===== src/rtl/pixrow_pkg.sv =====
// Shared default sizes for the pixel-row hit logger.
// Assumes: modules take these as parameter defaults and may override them.
package pixrow_pkg;
    localparam int DEF_NUM_PIX = 36;
    localparam int DEF_TS_W    = 13;
    localparam int DEF_DEPTH   = 64;
endpackage


===== src/rtl/pixrow_prio_enc.sv =====
// Lowest-index-first priority encoder over the pending hit vector.
// Assumes: IDX_W is wide enough to hold NUM_PIX-1.
module pixrow_prio_enc #(
    parameter int NUM_PIX = pixrow_pkg::DEF_NUM_PIX,
    parameter int IDX_W   = $clog2(NUM_PIX)
) (
    input  logic [NUM_PIX-1:0] vec,
    output logic               found,
    output logic [IDX_W-1:0]   idx
);
    // Scan downwards so the lowest set bit is the last one assigned.
    always_comb begin
        found = 1'b0;
        idx   = '0;
        for (int i = NUM_PIX - 1; i >= 0; i--) begin
            if (vec[i]) begin
                found = 1'b1;
                idx   = IDX_W'(i);
            end
        end
    end
endmodule


===== src/rtl/pixrow_hit_capture.sv =====
// Holds the noise mask and the crossing timestamp. Latches the masked hit
// vector on each strobe and retires one pending bit per write cycle.
// Assumes: strobes are at least NUM_PIX+1 cycles apart (a new capture
// replaces any bits still pending).
module pixrow_hit_capture #(
    parameter int NUM_PIX = pixrow_pkg::DEF_NUM_PIX,
    parameter int TS_W    = pixrow_pkg::DEF_TS_W,
    parameter int IDX_W   = $clog2(NUM_PIX)
) (
    input  logic               clk,
    input  logic               rst_n,
    input  logic               train_active,
    input  logic               bx_strobe,
    input  logic [NUM_PIX-1:0] pix_hit,
    input  logic               mask_we,
    input  logic [NUM_PIX-1:0] mask_wdata,
    input  logic               retire,
    input  logic [IDX_W-1:0]   retire_idx,
    output logic [NUM_PIX-1:0] pend,
    output logic [TS_W-1:0]    pend_ts,
    output logic [NUM_PIX-1:0] mask_q
);
    logic [TS_W-1:0]    ts_q;
    logic [NUM_PIX-1:0] retire_bit;

    assign retire_bit = retire ? (NUM_PIX'(1) << retire_idx) : '0;

    // Mask register: loads only outside the train.
    always_ff @(posedge clk) begin
        if (!rst_n)                       mask_q <= '0;
        else if (mask_we && !train_active) mask_q <= mask_wdata;
    end

    // Crossing counter: held at zero while idle, +1 per strobe in a train.
    always_ff @(posedge clk) begin
        if (!rst_n || !train_active) ts_q <= '0;
        else if (bx_strobe)          ts_q <= ts_q + 1'b1;
    end

    // Pending vector: capture masked hits with their timestamp, else retire.
    always_ff @(posedge clk) begin
        if (!rst_n) begin
            pend    <= '0;
            pend_ts <= '0;
        end else if (bx_strobe && train_active) begin
            pend    <= pix_hit & ~mask_q;
            pend_ts <= ts_q;
        end else begin
            pend    <= pend & ~retire_bit;
        end
    end
endmodule


===== src/rtl/pixrow_rec_mem.sv =====
// Record store with a write pointer, a read pointer, sticky overflow and a
// registered sequential read port.
// Assumes: clear pulses once at train start; rd_en is already gated to idle.
module pixrow_rec_mem #(
    parameter int REC_W = pixrow_pkg::DEF_TS_W + 6,
    parameter int DEPTH = pixrow_pkg::DEF_DEPTH
) (
    input  logic             clk,
    input  logic             rst_n,
    input  logic             clear,
    input  logic             wr_en,
    input  logic [REC_W-1:0] wr_data,
    input  logic             rd_en,
    output logic             rd_valid,
    output logic [REC_W-1:0] rd_data,
    output logic             rd_empty,
    output logic             overflow
);
    localparam int AW    = (DEPTH > 1) ? $clog2(DEPTH) : 1;
    localparam int CNT_W = $clog2(DEPTH + 1);

    logic [REC_W-1:0] mem [DEPTH];
    logic [CNT_W-1:0] wr_cnt, rd_ptr;
    logic             full, do_rd;

    assign full     = (wr_cnt == CNT_W'(DEPTH));
    assign rd_empty = (rd_ptr == wr_cnt);
    assign do_rd    = rd_en && !rd_empty;

    // Storage array: written while space remains.
    always_ff @(posedge clk) begin
        if (wr_en && !full) mem[wr_cnt[AW-1:0]] <= wr_data;
    end

    // Write side: count stored records, flag dropped ones.
    always_ff @(posedge clk) begin
        if (!rst_n || clear) begin
            wr_cnt   <= '0;
            overflow <= 1'b0;
        end else if (wr_en) begin
            if (full) overflow <= 1'b1;
            else      wr_cnt   <= wr_cnt + 1'b1;
        end
    end

    // Read side: hand out the oldest unread record, one per request.
    always_ff @(posedge clk) begin
        if (!rst_n || clear) begin
            rd_ptr   <= '0;
            rd_valid <= 1'b0;
            rd_data  <= '0;
        end else begin
            rd_valid <= do_rd;
            if (do_rd) begin
                rd_data <= mem[rd_ptr[AW-1:0]];
                rd_ptr  <= rd_ptr + 1'b1;
            end
        end
    end
endmodule


===== src/rtl/pixrow_hit_logger.sv =====
// Top of the row hit logger: capture, serialising encoder and record store.
// Assumes: bx_strobe only matters while train_active is high; reads are
// issued only between trains.
module pixrow_hit_logger #(
    parameter int NUM_PIX = pixrow_pkg::DEF_NUM_PIX,
    parameter int TS_W    = pixrow_pkg::DEF_TS_W,
    parameter int DEPTH   = pixrow_pkg::DEF_DEPTH,
    localparam int IDX_W  = $clog2(NUM_PIX),
    localparam int REC_W  = TS_W + IDX_W
) (
    input  logic               clk,
    input  logic               rst_n,
    input  logic               train_active,
    input  logic               bx_strobe,
    input  logic [NUM_PIX-1:0] pix_hit,
    input  logic               mask_we,
    input  logic [NUM_PIX-1:0] mask_wdata,
    input  logic               rd_req,
    output logic               rd_valid,
    output logic [REC_W-1:0]   rd_data,
    output logic               rd_empty,
    output logic               overflow
);
    logic               train_q, train_start;
    logic [NUM_PIX-1:0] pend, mask_q;
    logic [TS_W-1:0]    pend_ts;
    logic               wr_en;
    logic [IDX_W-1:0]   wr_idx;
    logic [REC_W-1:0]   wr_data;

    // Train edge detector: marks the first cycle of each train.
    always_ff @(posedge clk) begin
        if (!rst_n) train_q <= 1'b0;
        else        train_q <= train_active;
    end
    assign train_start = train_active && !train_q;

    pixrow_hit_capture #(.NUM_PIX(NUM_PIX), .TS_W(TS_W), .IDX_W(IDX_W)) u_cap (
        .clk(clk), .rst_n(rst_n), .train_active(train_active),
        .bx_strobe(bx_strobe), .pix_hit(pix_hit),
        .mask_we(mask_we), .mask_wdata(mask_wdata),
        .retire(wr_en), .retire_idx(wr_idx),
        .pend(pend), .pend_ts(pend_ts), .mask_q(mask_q)
    );

    pixrow_prio_enc #(.NUM_PIX(NUM_PIX), .IDX_W(IDX_W)) u_enc (
        .vec(pend), .found(wr_en), .idx(wr_idx)
    );

    assign wr_data = {pend_ts, wr_idx};

    pixrow_rec_mem #(.REC_W(REC_W), .DEPTH(DEPTH)) u_mem (
        .clk(clk), .rst_n(rst_n), .clear(train_start),
        .wr_en(wr_en), .wr_data(wr_data),
        .rd_en(rd_req && !train_active),
        .rd_valid(rd_valid), .rd_data(rd_data),
        .rd_empty(rd_empty), .overflow(overflow)
    );
endmodule


===== config.mk =====
export PLATFORM = sky130hd
export DESIGN_NAME = pixrow_hit_logger
export DESIGN_NICKNAME = d
export VERILOG_FILES = /design/src/rtl/pixrow_pkg.sv /design/src/rtl/pixrow_prio_enc.sv /design/src/rtl/pixrow_hit_capture.sv /design/src/rtl/pixrow_rec_mem.sv /design/src/rtl/pixrow_hit_logger.sv
export SDC_FILE = /design/constraint.sdc
export NUM_CORES = 1
export LEC_CHECK = 0
export ABC_CLOCK_PERIOD_IN_PS = 5500
export BUFFER_PORTS_ARGS = -buffer_cell sky130_fd_sc_hd__buf_2
export CORE_ASPECT_RATIO = 1.25
export CORE_MARGIN = 8
export CORE_UTILIZATION = 45
export CTS_CLUSTER_SIZE = 30
export DETAILED_ROUTE_END_ITERATION = 16
export GPL_TIMING_DRIVEN = 0
export PLACE_DENSITY = 0.65
export SYNTH_ARGS = -nofsm -noshare
export SYNTH_HDL_FRONTEND = slang
export SYNTH_SLANG_ARGS = --single-unit

===== constraint.sdc =====
create_clock -name clk -period 5.5 [get_ports clk]
set_input_delay 0.55 -clock clk [delete_from_list [all_inputs] [get_ports clk]]
set_output_delay 0.55 -clock clk [all_outputs]
set_load 0.1 [all_outputs]

==> results of run 1 <==
## critical path: stages, from the launching register on
cell	delay (ps)
dfxtp_1	330
buf_2	300
clkbuf_1	1080
clkbuf_1	580
mux4_2	430
a22oi_1	390
a21oi_1	210
nor3_1	880
o22ai_1	170
## worst paths after layout
path | start | endpoint | slack, ps
max reg2reg | u_mem.rd_ptr[1]$_SDFFE_PP0P_ | u_mem.rd_data[2]$_SDFFE_PP0P_ | 950
min | mask_wdata[21] | u_cap.mask_q[21]$_SDFFE_PN0P_ | 50
max | u_mem.rd_ptr[1]$_SDFFE_PP0P_ | u_mem.rd_data[2]$_SDFFE_PP0P_ | 950
min reg2reg | u_cap.mask_q[0]$_SDFFE_PN0P_ | u_cap.pend[0]$_SDFF_PN0_ | 430
## metal layers
metal	track usage [%]	vias to the layer above	part of all wire [%]
met5	0	-	0
met4	7.81	0	3.8
li1	-	11500	-
met3	4.47	237	6.7
met1	26.0	14500	38
met2	35.4	1107	51
## state kept, by name (all words and copies together) (netlist names), 7 cells and up
name and cells:
u_cap.mask_q 36, u_cap.ts_q 13, u_cap.pend 36, u_mem.rd_ptr 7
u_mem.rd_data 19, u_mem.mem 1216, u_cap.pend_ts 13, u_mem.wr_cnt 7
## power groups by stage
stage | Sequential [mW] | Clock [mW] | Combinational, mW
detailed placement | 11.6 | 0 | 1.30
floorplan | 11.7 | 0 | 0.637
CTS | 11.4 | 9.13 | 1.31
global route | 11.4 | 9.49 | 1.38
global placement | 11.7 | 0 | 1.11
finish | 11.4 | 9.00 | 1.32
## layout by cell type (no fill, tap or decap), types with 18 or more instances in the layout
cell type	instances
nor3_1	31
buf_8	60
clkinv_1	22
a22o_1	38
buf_2	134
nand2_1	153
o21ai_0	22
clkbuf_16	138
dfxtp_1	121
a22oi_1	76
mux4_2	304
clkinv_2	19
nor2_1	48
inv_1	18
a221oi_1	39
buf_1	22
o22ai_1	38
xor2_1	19
edfxtp_1	1216
a21oi_1	45
a21boi_0	49
nand2b_1	29
nor2_2	64
clkbuf_1	123
## stage by stage
stage	power (mW)	utilization [%]	instance area, um^2	setup TNS (ps)
finish	21.8	52.6	60200	0
global route	22.3	52.6	60200	0
CTS	21.9	52.6	60200	0
detailed placement	12.9	48.8	55900	0
global placement	12.8	47.3	54100	-293890
floorplan	12.3	-	51800	0
## timing repair
item	CTS	global route
hold buffers	1	0
buffers inserted	0	0
hold endpoints to repair	1	0
gates resized for setup	0	0
## logic make-up after synthesis
group                    after synthesis  share of synthesized area [%]
buffers and inverters                175                           1.38
multiplexers                         307                           13.3
adder cells (fa/ha/maj)                4                         0.0967
AO/OA/AOI/OAI                        369                           5.26
AND/OR/NAND/NOR                      415                           3.77
XOR/XNOR                              28                          0.474
flip-flops                          1350                           75.7
## final cells by class
type / instances / area, um^2
tap: 1480 / 1850
fill: 8815 / 54200
buffer: 156 / 643
sequential: 1350 / 39200
inverter: 19 / 71.3
clock buffer: 169 / 3600
timing repair buffer: 188 / 2070
clock inverter: 71 / 722
antenna: 2 / 5.00
multi-input combinational: 1123 / 12100
==> out/results.ini, run 1 <==
[worst_setup_path]
reg2regPathDepth = 8
crit_path_end_kind = flip-flop
worst-path-max-fanout = 10
start_kind = flip-flop
setup.worst_path.class = flip-flop to flip-flop
worstPathRequired_ps = 6100
arrival_ps = 5140

[place]
dp_slack_ps = 969
port_buffers = 97
hpwl_um = 94000
routabilityCongestion = 0.931
dp.cells = 4315

[cts]
cts.sinks = 1350
cts_tree = yes
htreeDepth = 4
clk_latency_ps = 760
cts_root_buf = clkbuf_16
clkTransAtPathRegs_ps = 70
clockBufferDepth = 3
cts_made_buffers = 131

[route]
ant_nets = 0
finalWirelength_um = 133000
drc = 0
via_per_inst = 6.01
first_pass_iters = 5
post_drt_wl_per_cell_um = 29.1
via_count = 27400
drt_first_iter_violations = 2716

[logic_synthesis]
ys_seq_area_share_pct = 75.7
synth_largest_area_cell = edfxtp_1
synth-main-ff-cell = edfxtp_1
synth_fp_nets = 2730
synth.most_common_cell = edfxtp_1
synthTopCellsByArea = edfxtp_1 71%, mux4_2 13%, dfxtp_1 5.2%, nand2_1 1.1%, a22oi_1 1.1%
syn_area_per_cell_um2 = 19.5
ys_ff_latch = 1350
yosysTopAreaCellShare_pct = 70.6
synth-edff-count = 1216
synth_area_um2 = 51800
ys_types = 64
synth_common_cells = 1216 x edfxtp_1, 304 x mux4_2, 153 x nand2_1, 134 x dfxtp_1, 112 x nor2_1
ys_async_sr_fraction_pct = 0
yosysWarningCount = 0
syn_inst = 2648

[floorplanning]
die_area_um2 = 126000
chipHeight_um = 395
ios = 100
die_w_um = 319
num_rows = 139
core-area_um2 = 114000
start_util_pct = 45.2

[sta]
worst_slew_pin_slew_ps = 1440
min_period_over_period_pct = 82.7
rsz0062_at_grt = no
setup_viol = 0
slew_viol_final = 0
relSlewSlack_pct = 3.34
fmax_ghz = 0.220
skew_ps = 35.6
fin_ws_ps = 951
layout_min_cycle_time_ps = 4550
hold_viol_final = 0
fin_hold_ws_ps = 54.7

[hold_path]
hold_class = input pin to flip-flop
whs_path_depth = 3

[grt]
grt_pass1_wl_um = 193000
grt_pass1_vias = 28400
grt-ovfl-total = 0
grtUsageTotal_pct = 20.7
grt_max_degree = 66
antenna_found_initial = 4

[pwr]
comb_power_share_pct = 6.1
p_switching_mw = 4.78
sequentialPowerShare_pct = 52.5
internal_power_mw = 17.0
powerDensity_nw_per_um2 = 361
vdd.ir_drop.worst_v = 0.000294
swShare_pct = 22.0
pwr-share-clk_pct = 41.4
power_leakage_nw = 19.6

[final_layout]
fin_nets = 3051
drive_gt1_share_pct = 26.9
syn_to_final_growth_pct = 16.4
instances_no_fill = 4558

[run]
drv_cap = 0

[status]
status = completed

Note: power is estimated with default switching activity, not from simulation.
==> inputs of run 2 (changes only) <==
--- a/config.mk
+++ b/config.mk
@@ -5,7 +5,7 @@
 export SDC_FILE = /design/constraint.sdc
 export NUM_CORES = 1
 export LEC_CHECK = 0
-export ABC_CLOCK_PERIOD_IN_PS = 5500
+export ABC_CLOCK_PERIOD_IN_PS = 3800
 export BUFFER_PORTS_ARGS = -buffer_cell sky130_fd_sc_hd__buf_2
 export CORE_ASPECT_RATIO = 1.25
 export CORE_MARGIN = 8
@@ -13,7 +13,7 @@
 export CTS_CLUSTER_SIZE = 30
 export DETAILED_ROUTE_END_ITERATION = 16
 export GPL_TIMING_DRIVEN = 0
-export PLACE_DENSITY = 0.65
+export PLACE_DENSITY = 0.68
 export SYNTH_ARGS = -nofsm -noshare
 export SYNTH_HDL_FRONTEND = slang
 export SYNTH_SLANG_ARGS = --single-unit
==> constraint.sdc (replaced) <==
create_clock -name clk -period 3.8 [get_ports clk]
set_input_delay 0.38 -clock clk [delete_from_list [all_inputs] [get_ports clk]]
set_output_delay 0.38 -clock clk [all_outputs]
set_load 0.1 [all_outputs]
==> out/results.ini, run 2 (same netlist as run 1, synthesis figures left out) <==
[worst_setup_path]
critPathLaunch = u_mem.rd_ptr[0]$_SDFFE_PP0P_
worstPathRequired_ps = 4400
start_kind = flip-flop
crit_top_cell = buf_2
setup.worst_path.class = flip-flop to flip-flop
r2r-start = u_mem.rd_ptr[0]$_SDFFE_PP0P_
crit_path_top_delay_cell = a221oi_1
arrival_ps = 4350
crit_path_end_kind = flip-flop
cpPeakStageDelay_ps = 560
path_cells = buf_2, buf_2, buf_2, mux4_2, a221oi_1, o22ai_1, nor3_1, o22ai_1
worst-path-max-fanout = 10

[route]
drt_first_iter_violations = 3230
finalWirelength_um = 134000
ant_nets = 0
via_per_inst = 6.01
drc = 0
via_count = 27700
post_drt_wl_per_cell_um = 29.0
first_pass_iters = 6

[sta]
rsz0062_at_grt = yes
fin_hold_ws_ps = 92.9
fmax_ghz = 0.267
skew_ps = 35.1
setup_viol = 0
layout_min_cycle_time_ps = 3750
worst_slew_pin_slew_ps = 1020
min_period_over_period_pct = 98.6
slew_viol_final = 0
relSlewSlack_pct = 32.2
hold_viol_final = 0

[pwr]
power_leakage_nw = 19.8
p_switching_mw = 6.86
comb_power_share_pct = 6.5
powerDensity_nw_per_um2 = 506
sequentialPowerShare_pct = 53.7
finalPower_mw = 30.8
internal_power_mw = 23.9
vdd.ir_drop.worst_v = 0.000401
swShare_pct = 22.3
pwr-share-clk_pct = 39.8

[place]
routabilityCongestion = 0.967
hpwl_um = 92400
port_buffers = 97
dp.cells = 4317
placed_area_um2 = 56100

[final_layout]
fin_area_um2 = 60900
mostFrequentLayoutCells = 1216 x edfxtp_1, 304 x mux4_2, 153 x nand2_1
instances_no_fill = 4614
regArea_um2 = 39200
syn_to_final_growth_pct = 17.6
fin_nets = 3111
drive_gt1_share_pct = 26.7
multi_input_area_um2 = 12100
final_common_cell = edfxtp_1
largest_reg_flops = 1216
nFillCells = 8571
antenna_cells = 0

[cts]
cts_root_buf = clkbuf_16
cts_made_buffers = 121
cts_tree = yes
postCtsSetupBuffers = 0
clkTransAtPathRegs_ps = 70
htreeDepth = 3
clockBufferDepth = 3
cts.sinks = 1350
clk_latency_ps = 750

[floorplanning]
num_rows = 139
die_w_um = 319
start_util_pct = 45.2
ios = 100
chipHeight_um = 395
core-area_um2 = 114000
die_area_um2 = 126000

[grt]
grt_pass1_vias = 28600
grtUsageTotal_pct = 20.8
grt_pass1_wl_um = 194000
grt_max_degree = 57
antenna_found_initial = 0
grt-ovfl-total = 0

[run]
drv_cap = 0

[status]
status = completed

[hold_path]
min_from = pix_hit[33]
hold_class = input pin to flip-flop

-- run 2: cell types whose count changed in the layout (fill, tap and decap cells not counted), sizes merged --
cell           delta
clkinvlp          +4
dlygate4sd3      +68
clkdlybuf4s15     +1
buf               -4
bufinv            +1
clkinv            +3
clkbuf           -15
diode             -2
-- run 2: critical path, delay by kind of cell (launching register included) --
kind,cells,cell delay (ps)
AO/OA/AOI/OAI,3,1110
buffers and inverters,3,1170
flip-flops,1,340
multiplexers,1,550
AND/OR/NAND/NOR,1,420
-- run 2: layout make-up --
type                       instances  area share (%)
clock buffer                     149            5.20
clock inverter                    79            1.34
inverter                          19           0.117
tap                             1480            3.04
sequential                      1350            64.4
multi-input combinational       1123            19.9
timing repair buffer             258            4.87
buffer                           156            1.11
-- run 2: per-stage QoR --
stage / setup WS [ps] / utilization, % / setup TNS (ps)
2_1_floorplan: 147 / - / 0
3_3_place_gp: -2420 / 47.3 / -720880
5_1_grt: -76.7 / 53.2 / -1590
4_1_cts: 6.80 / 53.1 / 0
3_5_place_dp: -321 / 49.0 / -8790
6_report: 51.8 / 53.2 / 0
-- run 2: layer usage --
layer | routed length (um) | global-route usage, % | vias to the layer above
met5 | 0 | 0 | -
met4 | 6130 | 9.02 | 0
met3 | 10500 | 3.86 | 271
met2 | 67500 | 35.5 | 1360
met1 | 49600 | 26.0 | 14400
li1 | - | - | 11700
-- run 2: timing repair --
item | in CTS | in global routing
hold buffers | 69 | 0
endpoints found under the setup margin | 222 | 212
resized for setup | 13 | 11
hold endpoints to repair | 69 | 0
-- run 2: worst paths after layout --
check | slack (ps) | depth (start not counted) | endpoint
setup / recovery | 50 | 8 | u_mem.rd_data[9]$_SDFFE_PP0P_
setup reg to reg | 50 | 8 | u_mem.rd_data[9]$_SDFFE_PP0P_
hold reg to reg | 410 | 1 | u_cap.pend[0]$_SDFF_PN0_
hold / removal | 90 | 3 | u_cap.pend[33]$_SDFF_PN0_
-- run 2: power by group through the flow --
stage	Sequential [mW]	Clock, mW	Combinational [mW]
6_report	16.5	12.2	2.00
5_1_grt	16.5	12.9	2.09
4_1_cts	16.5	12.4	1.98
3_5_place_dp	16.9	0	1.92
3_3_place_gp	16.9	0	1.63
2_1_floorplan	16.9	0	0.945
==> inputs of run 3 (changes only) <==
--- a/config.mk
+++ b/config.mk
@@ -7,7 +7,7 @@
 export LEC_CHECK = 0
 export ABC_CLOCK_PERIOD_IN_PS = 3800
 export BUFFER_PORTS_ARGS = -buffer_cell sky130_fd_sc_hd__buf_2
-export CORE_ASPECT_RATIO = 1.25
+export CORE_ASPECT_RATIO = 0.9
 export CORE_MARGIN = 8
 export CORE_UTILIZATION = 45
 export CTS_CLUSTER_SIZE = 30
==> out/results.ini, run 3 (same netlist as run 1, synthesis figures left out) <==
[status]
status = completed

[sta]
fin_ws_ps = 41.9
relSlewSlack_pct = 29.9
worst_slew_pin_slew_ps = 1050
min_period_over_period_pct = 98.9
setup_viol = 0
hold_viol_final = 0
slew_viol_final = 0
layout_min_cycle_time_ps = 3760
setup_tns_ps = 0
skew_ps = 26.5
fmax_ghz = 0.266

[grt]
grtUsageMet1_pct = 28.4
grt_pass1_vias = 28400
grt-ovfl-total = 0
antenna_found_initial = 4
use_met2_pct = 32.4
grt_pass1_wl_um = 191000
grtUsageMet3_pct = 5.05
grtUsageTotal_pct = 20.4
grt_max_degree = 58
grt_busiest_layer = met2

[floorplanning]
num_rows = 118
die_w_um = 373
chipHeight_um = 338
die_area_um2 = 126000
ios = 100
start_util_pct = 45.2
core-area_um2 = 115000

[run]
drv_cap = 0

[cts]
cts.sinks = 1350
cts_tree = yes
clk_latency_ps = 740
cts_made_buffers = 131
cts_root_buf = clkbuf_16
clkTransAtPathRegs_ps = 60
clockBufferDepth = 3
htreeDepth = 4
postCtsSetupBuffers = 0

[worst_setup_path]
crit_buf_inv = 4
crit_top_cell = buf_2
crit_path_top_delay_cell = nor3_1
cpPeakStageDelay_ps = 520
start_kind = flip-flop
arrival_ps = 4360
worstPathRequired_ps = 4400
path_cells = buf_2, buf_2, clkbuf_4, buf_2, mux4_2, a22oi_1, a21oi_1, nor3_1, o22ai_1
worst-path-max-fanout = 10
crit_path_end_kind = flip-flop
critPathTopFamily = buffers and inverters
setup.worst_path.class = flip-flop to flip-flop

[hold_path]
hold_class = input pin to flip-flop

[route]
finalWirelength_um = 131000
via_per_inst = 6.00
via_count = 27900
drt_first_iter_violations = 3448
post_drt_wl_per_cell_um = 28.2
drc = 0
ant_nets = 0
first_pass_iters = 5

[place]
hpwl_um = 88900
placed_area_um2 = 55900
dp_slack_ps = -613
port_buffers = 97
routabilityCongestion = 0.869

[final_layout]
drive_gt1_share_pct = 27.4
final_core_utilization_pct = 53.1
largest_reg_flops = 1216
fin_area_um2 = 60900
fin_nets = 3118
syn_to_final_growth_pct = 17.6
final_common_cell = edfxtp_1
mostFrequentLayoutCells = 1216 x edfxtp_1, 304 x mux4_2, 153 x nand2_1

[pwr]
powerDensity_nw_per_um2 = 507
power_leakage_nw = 19.8
finalPower_mw = 30.9
vdd.ir_drop.worst_v = 0.000414

-- run 3: cell types whose count changed in the layout (fill, tap and decap cells not counted), moves of 8 or more --
cell        change
a221oi_1        -9
buf_16         -19
buf_8          +18
bufinv_16       -9
clkbuf_16      +13
clkinvlp_4      -8
nor2_2          -8
nor2_4          +8
nor3_1         -10
nor3_2         +10
-- run 3: worst reg2reg max path: cells and delay by family (launching register included) --
family                 cells  cell delay (ps)
and+or+nand+nor            1              520
DFF                        1              340
muxes                      1              360
AOI/OAI and AO/OA          3              840
buffers and inverters      4             1580
-- run 3: through the flow --
step | hold slack (ps) | std cells
final | 133 | 4639
after global routing | 117 | 4637
after CTS | 83.2 | 4637
after detailed placement | 432 | 4335
after global placement | 416 | 4245
after floorplan | 396 | 2648
-- run 3: routing by layer --
metal	vias to the layer above	wire length [um]
met4	2	2800
li1	11700	-
met3	174	13300
met1	14600	52900
met2	1420	62000
met5	-	13
-- run 3: cell type report --
type / count / area, um^2
Fill cell: 8678 / 53700
Clock inverter: 60 / 445
Inverter: 19 / 71.3
Sequential cell: 1350 / 39200
Timing Repair Buffer: 256 / 2690
Tap cell: 1500 / 1880
Antenna cell: 2 / 5.00
Buffer: 155 / 677
Clock buffer: 174 / 3570
Multi-Input combinational cell: 1123 / 12300
-- run 3: path summary, 6_finish.rpt --
path                                start  slack, ps  cells past startpoint                       endpoint
min                           pix_hit[33]        130                      3      u_cap.pend[33]$_SDFF_PN0_
max reg2reg  u_mem.rd_ptr[1]$_SDFFE_PP0P_         40                      9  u_mem.rd_data[0]$_SDFFE_PP0P_
min reg2reg  u_cap.mask_q[0]$_SDFFE_PN0P_        440                      1       u_cap.pend[0]$_SDFF_PN0_
max          u_mem.rd_ptr[1]$_SDFFE_PP0P_         40                      9  u_mem.rd_data[0]$_SDFFE_PP0P_
-- run 3: where the power goes --
part           total [mW]  leakage [nW]  switching [mW]  internal, mW
sequential           16.5          12.9          0.0705          16.5
combinational        2.04          5.00            1.36         0.680
clock                12.3          1.96            5.44          6.86
-- run 3: timing repair --
item | CTS | global route
pin swaps | 0 | 1
resized for setup | 35 | 35
hold buffers | 69 | 0
setup endpoints to repair | 62 | 367
hold endpoints to repair | 69 | 0
